<file path="src/rtl/dra_pkg.sv">
package dra_pkg;
  typedef enum logic [1:0] {
    PH_IDLE = 2'd0,
    PH_PRE  = 2'd1,
    PH_ACT  = 2'd2
  } phase_e;
endpackage

</file>
<file path="src/rtl/dra_hold.sv">
module dra_hold #(
  parameter int W = 8
) (
  input  logic         clk,
  input  logic         rst_n,
  input  logic         cap,
  input  logic [W-1:0] din,
  input  logic         take,
  output logic         vld,
  output logic [W-1:0] q
);
  always_ff @(posedge clk) begin
    if (!rst_n) begin
      vld <= 1'b0;
      q   <= '0;
    end else if (cap) begin
      vld <= 1'b1;
      q   <= din;
    end else if (take) begin
      vld <= 1'b0;
    end
  end
endmodule

</file>
<file path="src/rtl/dra_seq.sv">
module dra_seq
  import dra_pkg::*;
#(
  parameter int PRE_CYC = 2
) (
  input  logic clk,
  input  logic rst_n,
  input  logic start,
  output logic idle,
  output logic pch,
  output logic wl
);
  localparam int CW = (PRE_CYC > 1) ? $clog2(PRE_CYC) : 1;
  localparam logic [CW-1:0] LAST = CW'(PRE_CYC - 1);

  phase_e        ph;
  logic [CW-1:0] cnt;

  always_ff @(posedge clk) begin
    if (!rst_n) begin
      ph  <= PH_IDLE;
      cnt <= '0;
    end else begin
      case (ph)
        PH_IDLE: if (start) begin
          ph  <= PH_PRE;
          cnt <= '0;
        end
        PH_PRE: if (cnt == LAST) ph <= PH_ACT;
                else cnt <= cnt + 1'b1;
        default: ph <= PH_IDLE;
      endcase
    end
  end

  assign idle = (ph == PH_IDLE);
  assign pch  = (ph == PH_PRE);
  assign wl   = (ph == PH_ACT);
endmodule

</file>
<file path="src/rtl/dra_array.sv">
module dra_array #(
  parameter int ROWS = 8,
  parameter int COLS = 4,
  parameter int DW   = 8
) (
  input  logic                   clk,
  input  logic                   we,
  input  logic [$clog2(ROWS)-1:0] row,
  input  logic [$clog2(COLS)-1:0] col,
  input  logic [DW-1:0]          wdata,
  output logic [DW-1:0]          rword,
  output logic [COLS*DW-1:0]     rline
);
  for (genvar c = 0; c < COLS; c++) begin : g_col
    logic [DW-1:0] mem_c [ROWS];
    always_ff @(posedge clk) begin
      if (we && col == ($clog2(COLS))'(c)) mem_c[row] <= wdata;
    end
    assign rline[c*DW +: DW] = mem_c[row];
  end

  assign rword = rline[col*DW +: DW];
endmodule

</file>
<file path="src/rtl/disp_ram_arb.sv">
module disp_ram_arb #(
  parameter int ROWS    = 8,
  parameter int COLS    = 4,
  parameter int DW      = 8,
  parameter int PRE_CYC = 2,
  localparam int RW     = $clog2(ROWS),
  localparam int CLW    = $clog2(COLS),
  localparam int AW     = RW + CLW,
  localparam int LW     = COLS * DW
) (
  input  logic          clk,
  input  logic          rst_n,
  input  logic          host_req,
  input  logic          host_we,
  input  logic [AW-1:0] host_addr,
  input  logic [DW-1:0] host_wdata,
  output logic          host_ack,
  output logic          host_rvalid,
  output logic [DW-1:0] host_rdata,
  input  logic          scan_req,
  input  logic [RW-1:0] scan_line,
  output logic          scan_ack,
  output logic [LW-1:0] scan_data,
  output logic          pch_en,
  output logic          wl_en
);
  localparam int HW = 1 + AW + DW;

  logic          h_v, s_v, idle;
  logic [HW-1:0] h_q;
  logic [RW-1:0] s_q;
  logic          take_h, take_s, s_hit, fast, start;

  logic          cur_host, cur_we;
  logic [RW-1:0] cur_row;
  logic [CLW-1:0] cur_col;
  logic [DW-1:0] cur_wd;

  logic          lat_v;
  logic [RW-1:0] lat_row;
  logic          arr_we;
  logic [DW-1:0] rword;
  logic [LW-1:0] rline;

  dra_hold #(.W(HW)) u_hhold (
    .clk(clk), .rst_n(rst_n), .cap(host_req),
    .din({host_we, host_addr, host_wdata}),
    .take(take_h), .vld(h_v), .q(h_q)
  );

  dra_hold #(.W(RW)) u_shold (
    .clk(clk), .rst_n(rst_n), .cap(scan_req), .din(scan_line),
    .take(take_s), .vld(s_v), .q(s_q)
  );

  assign take_h = idle & h_v;
  assign take_s = idle & ~h_v & s_v;
  assign s_hit  = lat_v & (lat_row == s_q);
  assign fast   = take_s & s_hit;
  assign start  = take_h | (take_s & ~s_hit);

  dra_seq #(.PRE_CYC(PRE_CYC)) u_seq (
    .clk(clk), .rst_n(rst_n), .start(start),
    .idle(idle), .pch(pch_en), .wl(wl_en)
  );

  always_ff @(posedge clk) begin
    if (!rst_n) begin
      cur_host <= 1'b0;
      cur_we   <= 1'b0;
      cur_row  <= '0;
      cur_col  <= '0;
      cur_wd   <= '0;
    end else if (start) begin
      cur_host <= take_h;
      cur_we   <= take_h & h_q[HW-1];
      cur_row  <= take_h ? h_q[DW+CLW +: RW] : s_q;
      cur_col  <= h_q[DW +: CLW];
      cur_wd   <= h_q[DW-1:0];
    end
  end

  assign arr_we = wl_en & cur_host & cur_we;

  dra_array #(.ROWS(ROWS), .COLS(COLS), .DW(DW)) u_arr (
    .clk(clk), .we(arr_we), .row(cur_row), .col(cur_col),
    .wdata(cur_wd), .rword(rword), .rline(rline)
  );

  always_ff @(posedge clk) begin
    if (!rst_n) begin
      host_ack    <= 1'b0;
      host_rvalid <= 1'b0;
      host_rdata  <= '0;
      scan_ack    <= 1'b0;
      lat_v       <= 1'b0;
      lat_row     <= '0;
      scan_data   <= '0;
    end else begin
      host_ack    <= wl_en & cur_host;
      host_rvalid <= wl_en & cur_host & ~cur_we;
      if (wl_en & cur_host & ~cur_we) host_rdata <= rword;
      scan_ack    <= (wl_en & ~cur_host) | fast;
      if (wl_en & ~cur_host) begin
        lat_v     <= 1'b1;
        lat_row   <= cur_row;
        scan_data <= rline;
      end else if (arr_we && lat_v && lat_row == cur_row) begin
        lat_v     <= 1'b0;
      end
    end
  end
endmodule

</file>
<file path="config.mk">
export PLATFORM = sky130hd
export DESIGN_NAME = disp_ram_arb
export DESIGN_NICKNAME = d
export VERILOG_FILES = /design/src/rtl/dra_pkg.sv /design/src/rtl/dra_hold.sv /design/src/rtl/dra_seq.sv /design/src/rtl/dra_array.sv /design/src/rtl/disp_ram_arb.sv
export SDC_FILE = /design/constraint.sdc
export NUM_CORES = 1
export LEC_CHECK = 0
export ABC_AREA = 1
export BUFFER_PORTS_ARGS = -buffer_cell sky130_fd_sc_hd__buf_2
export CAP_MARGIN = 20
export CORE_UTILIZATION = 61
export CTS_BUF_LIST = sky130_fd_sc_hd__clkbuf_8 sky130_fd_sc_hd__clkbuf_16
export DETAILED_ROUTE_END_ITERATION = 16
export PLACE_DENSITY = 0.84
export SLEW_MARGIN = 5
export SYNTH_ARGS = -nofsm -noshare
export SYNTH_HDL_FRONTEND = slang
export SYNTH_SLANG_ARGS = --single-unit
</file>
<file path="constraint.sdc">
create_clock -name clk -period 2.3 [get_ports clk]
set_clock_uncertainty 0.2 [all_clocks]
set_input_delay 0.23 -clock clk [delete_from_list [all_inputs] [get_ports clk]]
set_output_delay 0.23 -clock clk [all_outputs]
set_load 0.01 [all_outputs]
</file>
=== After elaboration in Yosys (flattened, before gate mapping) ===
Memory sizes are Yosys's and may differ from the RTL's. A register that Yosys moved wholly into a read port is not among the register bits.
Index checks and enable logic that the tools add are counted.
Widths: inputs -> output; s select.

* Memories: 4
* Input port bits: 21
* Logic and storage cells: 93
* Memory bits (writable): 256
* Bits in registers: 84
* Latch bits: 0
* Bits in read-only memories: 0

{| class="wikitable"
|+ Memory list
! memory !! depth !! bits a word !! rd ports !! clocked after memory_dff !! wr ports !! line !! RTL
|-
| u_arr.g_col[0].mem_c || 8 || 8 || 1 || 1 || 1 || dra_array.sv:15 || <nowiki>logic [DW-1:0] mem_c [ROWS];</nowiki>
|-
| u_arr.g_col[1].mem_c || 8 || 8 || 1 || 1 || 1 || dra_array.sv:15 ||
|-
| u_arr.g_col[2].mem_c || 8 || 8 || 1 || 1 || 1 || dra_array.sv:15 ||
|-
| u_arr.g_col[3].mem_c || 8 || 8 || 1 || 1 || 1 || dra_array.sv:15 ||
|}

* $lt $le $gt $ge: 0
* Shifts and indexed selects: 1
* Add/sub/neg operators: 1
* Equal/unequal tests: 9
* Reduce and logical (&&, ||, !) cells: 14
* Divide/modulo/power cells: 0
* Bitwise operators: 17
* Mux-type cells: 29
* Multipliers: 0

{| class="wikitable"
|+ Operators with widths
! cell !! count
|-
| $shiftx 32x6->8 || 1
|-
| $mux 3 || 9
|-
| $mux 1 || 16
|-
| $and 1x1->1 || 11
|-
| $reduce_bool 2->1 || 4
|-
| $eq 2x2->1 const B || 3
|-
| $eq 3x3->1 || 2
|-
| $logic_and 1x1->1 || 6
|-
| $eq 2x1->1 const B || 2
|-
| $logic_not 2->1 || 2
|-
| $mux 2 || 2
|-
| $ne 2x1->1 const B || 2
|-
| $not 1->1 || 4
|-
| $pmux 2 s2 || 1
|-
| $reduce_and 2->1 || 2
|-
| $or 1x1->1 || 2
|-
| $pmux 1 s2 || 1
|-
| $add 1x1->1 const B || 1
|}

=== Longest topological paths before layout ===
* Depth after elaboration: 7
* Depth in mapped cells: 11
* Gate-level depth less buffers: 9

=== Cells and area by module ===
A second synthesis with hierarchy kept.

* Cell total of the unflattened synthesis: 1501
* Area, all modules: 14072.2 um2

{| class="wikitable"
|+ By module, submodules not included
! module !! cells an instance !! area an instance (um2) !! times used !! sequential area each (um2)
|-
| dra_array || 1076 || 10874.2 || 1 || 7687.4
|-
| disp_ram_arb || 326 || 2387.3 || 1 || 1241.2
|-
| dra_hold at u_hhold || 65 || 545.5 || 1 || 300.3
|-
| dra_hold at u_shold || 18 || 141.4 || 1 || 80.1
|-
| dra_seq || 16 || 123.9 || 1 || 60.1
|}

=== Least setup slack after synthesis ===
Ideal clock, no wire load.

* Path type: reg2reg
* Start: register u_seq.ph[1]
* End: memory u_arr.g_col[0].mem_c[0][0] (enable)
* Setup slack: 306 ps
* Stages on the path, launching flop included: 7
* Arrival: 1423 ps
* Data required time: 1730 ps
* Clock period less this slack: 1994 ps
* Cell sequence: dfxtp_1 inv_2 nor2_2 nand2_2 nor2_2 nand2_1 nor2_1

* Word-level cells in the longest chain between the ends: 6

{| class="wikitable"
|+ Ends and longest elaborated chain
! item !! line !! RTL
|-
| start, declared || dra_seq.sv:16 || <nowiki>phase_e ph;</nowiki>
|-
| start signal, assigned || dra_seq.sv:21 || <nowiki>ph <= PH_IDLE;</nowiki>
|-
| start signal, assigned || dra_seq.sv:26 || <nowiki>ph <= PH_PRE;</nowiki>
|-
| start signal, assigned || dra_seq.sv:29 || <nowiki>PH_PRE: if (cnt == LAST) ph <= PH_ACT;</nowiki>
|-
| $eq 2x2->1 || dra_seq.sv:38 || <nowiki>assign wl = (ph == PH_ACT);</nowiki>
|-
| net wl_en || disp_ram_arb.sv:25 || <nowiki>output logic wl_en</nowiki>
|-
| $and 1x1->1 (2 in series) || disp_ram_arb.sv:83 || <nowiki>assign arr_we = wl_en & cur_host & cur_we;</nowiki>
|-
| $logic_and 1x1->1 || dra_array.sv:17 || <nowiki>if (we && col == ($clog2(COLS))'(c)) mem_c[row] <= wdata;</nowiki>
|-
| $mux 1 || dra_array.sv:17 ||
|-
| $mux 1 (not written as such) || dra_array.sv:17 ||
|-
| end, declared || dra_array.sv:15 ||
|}

The timed path passes the listed nets, and every way through them passes these cells.

=== Worst setup path in the final report ===
* Start: register u_seq.ph[1]
* End: memory u_arr.g_col[0].mem_c[2][3] (enable)

* Word-level cells in the longest chain between the ends: 6

{| class="wikitable"
|+ Ends and longest elaborated chain
! item !! line
|-
| $eq 2x2->1 || dra_seq.sv:38
|-
| $and 1x1->1 (2 in series) || disp_ram_arb.sv:83
|-
| $logic_and 1x1->1 || dra_array.sv:17
|-
| $mux 1 || dra_array.sv:17
|-
| $mux 1 (not written as such) || dra_array.sv:17
|}

Every way passes these cells.

==> flow_summary.toml <==
[floorplanning]
dieArea_um2 = 23800
die_height_um = 154
dieWidth_um = 154
core_um2 = 22700
ios = 66
start_util = 0.624
rows = 55

[synthesis]
synthArstFlopShare = 0
synth_cells = 1406
yosysTopAreaCell = "edfxtp_1"
synth_warnings = 0
ys_top_cells_by_count = "338 x nand2_1, 256 x edfxtp_1, 170 x nand3_1"
synth_most_common_cell = "nand2_1"
synth_edf_count = 256
yosys-top-cells-area = "edfxtp_1 54%, dfxtp_1 12%, nand2_1 9.0%"
synth-main-ff-cell = "edfxtp_1"
synth_seq_area_share = 0.665
synth_top_area_frac = 0.542
syn_area_um2 = 14200
syn_nets = 1427
yosys_register_bits = 343
yosysUniqueCellTypes = 28
avgSynthCellArea_um2 = 10.1

[cts]
cts-root-buf = "clkbuf_16"
tritoncts = "built"
cts_buffers = 35
cts.reportedPaths.clkPinSlew_ns = 0.06
post_cts_buffers = 0
clock_latency_ns = 0.52
clk_path_buf_depth = 3
clock-sinks = 343
h-tree-depth = 2

[setup_path]
worst-path-buf-inv = 2
required_ns = 2.32
critical_path_class = "flip-flop to flip-flop"
startpoint_type = "flip-flop"
worstPathArrival_ns = 2.22
path_delay_family = "simple AND/OR/NAND/NOR gates"
crit_path_max_incr_delay_ns = 0.40
crit_path_end_kind = "flip-flop"
cp_slowest_cell = "dfxtp_1"
crit_chain = "inv_2, nor2_2, nand2_2, nor2_4, nand2_1, nor2_1, buf_4"
path_max_fanout = 8

[placement]
dp_hpwl_um = 22000
detailedPlace.worstSlack_ns = 0.0839
place.gp.congestion = 0.914
dp.cells = 1744
port_buffers = 65

[worst_hold_path]
hold_class = "input pin to flip-flop"

[power]
p_leak_nw = 6.94
power_density_nw_per_um2 = 884
total_power_w = 0.0146
max-vdd-ir-drop_mv = 0.525

[timing]
period_minus_slack_ns = 2.20
period_share = 0.955
tightestPinTransition_ns = 0.639
finalSetupTns_ns = 0
setup_viol_count_final = 0
setup_ws_ns = 0.104
max_freq_mhz = 455
rsz0062_at_grt = "no"
hold_viol = 0
slew_viol_final = 0
slew-limit-headroom = 0.574

[drt]
first_pass_iters = 6
final_antenna_net_count = 0
route.vias.total = 10900
drtIter0Drc = 1525
routed_wirelength_um = 37500
post-route-drc-count = 0
wl_per_cell_um = 20.4
vias_per_cell = 5.91

[outcome]
outcome = "finished, final reports clean"

[cells_and_area]
area_growth_pct = 16.2
drive_gt1_frac = 0.129
fin_cells = 1842
antenna_cells = 0
post-route-util = 0.725
fin_nets = 1552

[flow_run]
maxCapViolCount = 0

[global_route]
grt.total_usage = 0.318
grt_pass1_wl_um = 57200
antenna_found_initial = 0
grt_max_degree = 73
grt_pass1_vias = 10600
overflow = 0
-- worst reg2reg max path, cell delays in order (launching register included) --
cell	delay, ns
dfxtp_1	0.40
inv_2	0.08
nor2_2	0.13
nand2_2	0.13
nor2_4	0.22
nand2_1	0.27
nor2_1	0.28
buf_4	0.21
-- metal layers --
| layer | part of all wire | track usage | up-vias |
|---|---|---|---|
| li1 | - | - | 4904 |
| met1 | 0.38 | 0.412 | 5127 |
| met2 | 0.47 | 0.515 | 726 |
| met3 | 0.10 | 0.0597 | 136 |
| met4 | 0.051 | 0.170 | 0 |
| met5 | 0 | 0 | - |
-- where the power goes --
group	switching [W]	total [W]	internal, W	leakage (nW)
clock network	0.00231	0.00584	0.00353	0.615
logic	0.00131	0.00181	0.000502	3.23
registers	0.0000855	0.00691	0.00683	3.10
total	0.00370	0.0146	0.0109	6.94
-- stage by stage --
| stage | hold WS [ns] | instance area, um2 |
|---|---|---|
| 3_5_place_dp | 0.258 | 14900 |
| 6_report | 0.101 | 16500 |
| 3_3_place_gp | 0.250 | 14900 |
| 2_1_floorplan | 0.165 | 14200 |
| 5_1_grt | 0.103 | 16500 |
| 4_1_cts | 0.0688 | 16500 |
-- cells by family after synthesis --
logic type | after synthesis | share of synthesized area
AOI/OAI and AO/OA | 157 | 0.0606
xor gates and xnor gates | 3 | 0.00185
and+or+nand+nor | 684 | 0.200
buffers and inverters | 219 | 0.0723
DFF | 343 | 0.665
-- placed cells by master (no fill, tap or decap), drive strengths merged --
master       count
nand2          341
edfxtp         256
nand3          170
nor2           169
inv            155
buf            125
o21ai          102
dfxtp           87
a21oi           46
clkbuf          39
dlygate4sd3     35
clkinv           9
o211ai           8
bufinv           5
xnor2            3
nor3             3
clkinvlp         2
nand4            1
o22ai            1
-- state kept, by name, indices dropped and copies added, names as in the netlist, 3 cells and up, named ones only --
signal             cells
u_arr.g_col.mem_c    256
scan_data             32
u_hhold.q             14
cur_wd                 8
host_rdata             8
cur_row                3
lat_row                3
u_shold.q              3
-- path summary, 6_finish.rpt --
path / from / end / slack, ns / cells after the start
setup / recovery: u_seq.ph[1] / u_arr.g_col[0].mem_c[2][3] / 0.10 / 7
hold / removal: rst_n / cur_col[1] / 0.10 / 3
setup reg to reg: u_seq.ph[1] / u_arr.g_col[0].mem_c[2][3] / 0.10 / 7
hold reg to reg: u_shold.vld / u_shold.vld / 0.29 / 2
-- layout make-up --
cell class                 count  area (um2)
timing repair buffer         160        1210
inverter                     147         552
tap                          285         357
clock inverter                24         234
sequential                   343        9430
clock buffer                  39         953
fill                        1446        6240
multi-input combinational    844        3720
-- repair_timing --
| action | 4_1_cts | 5_1_grt |
|---|---|---|
| hold buffers | 35 | 0 |
| hold endpoints to repair | 19 | 0 |
| gates resized for setup | 1 | 1 |
| setup endpoints to repair | 6 | 146 |
Note: power is estimated with default switching activity, not from simulation.
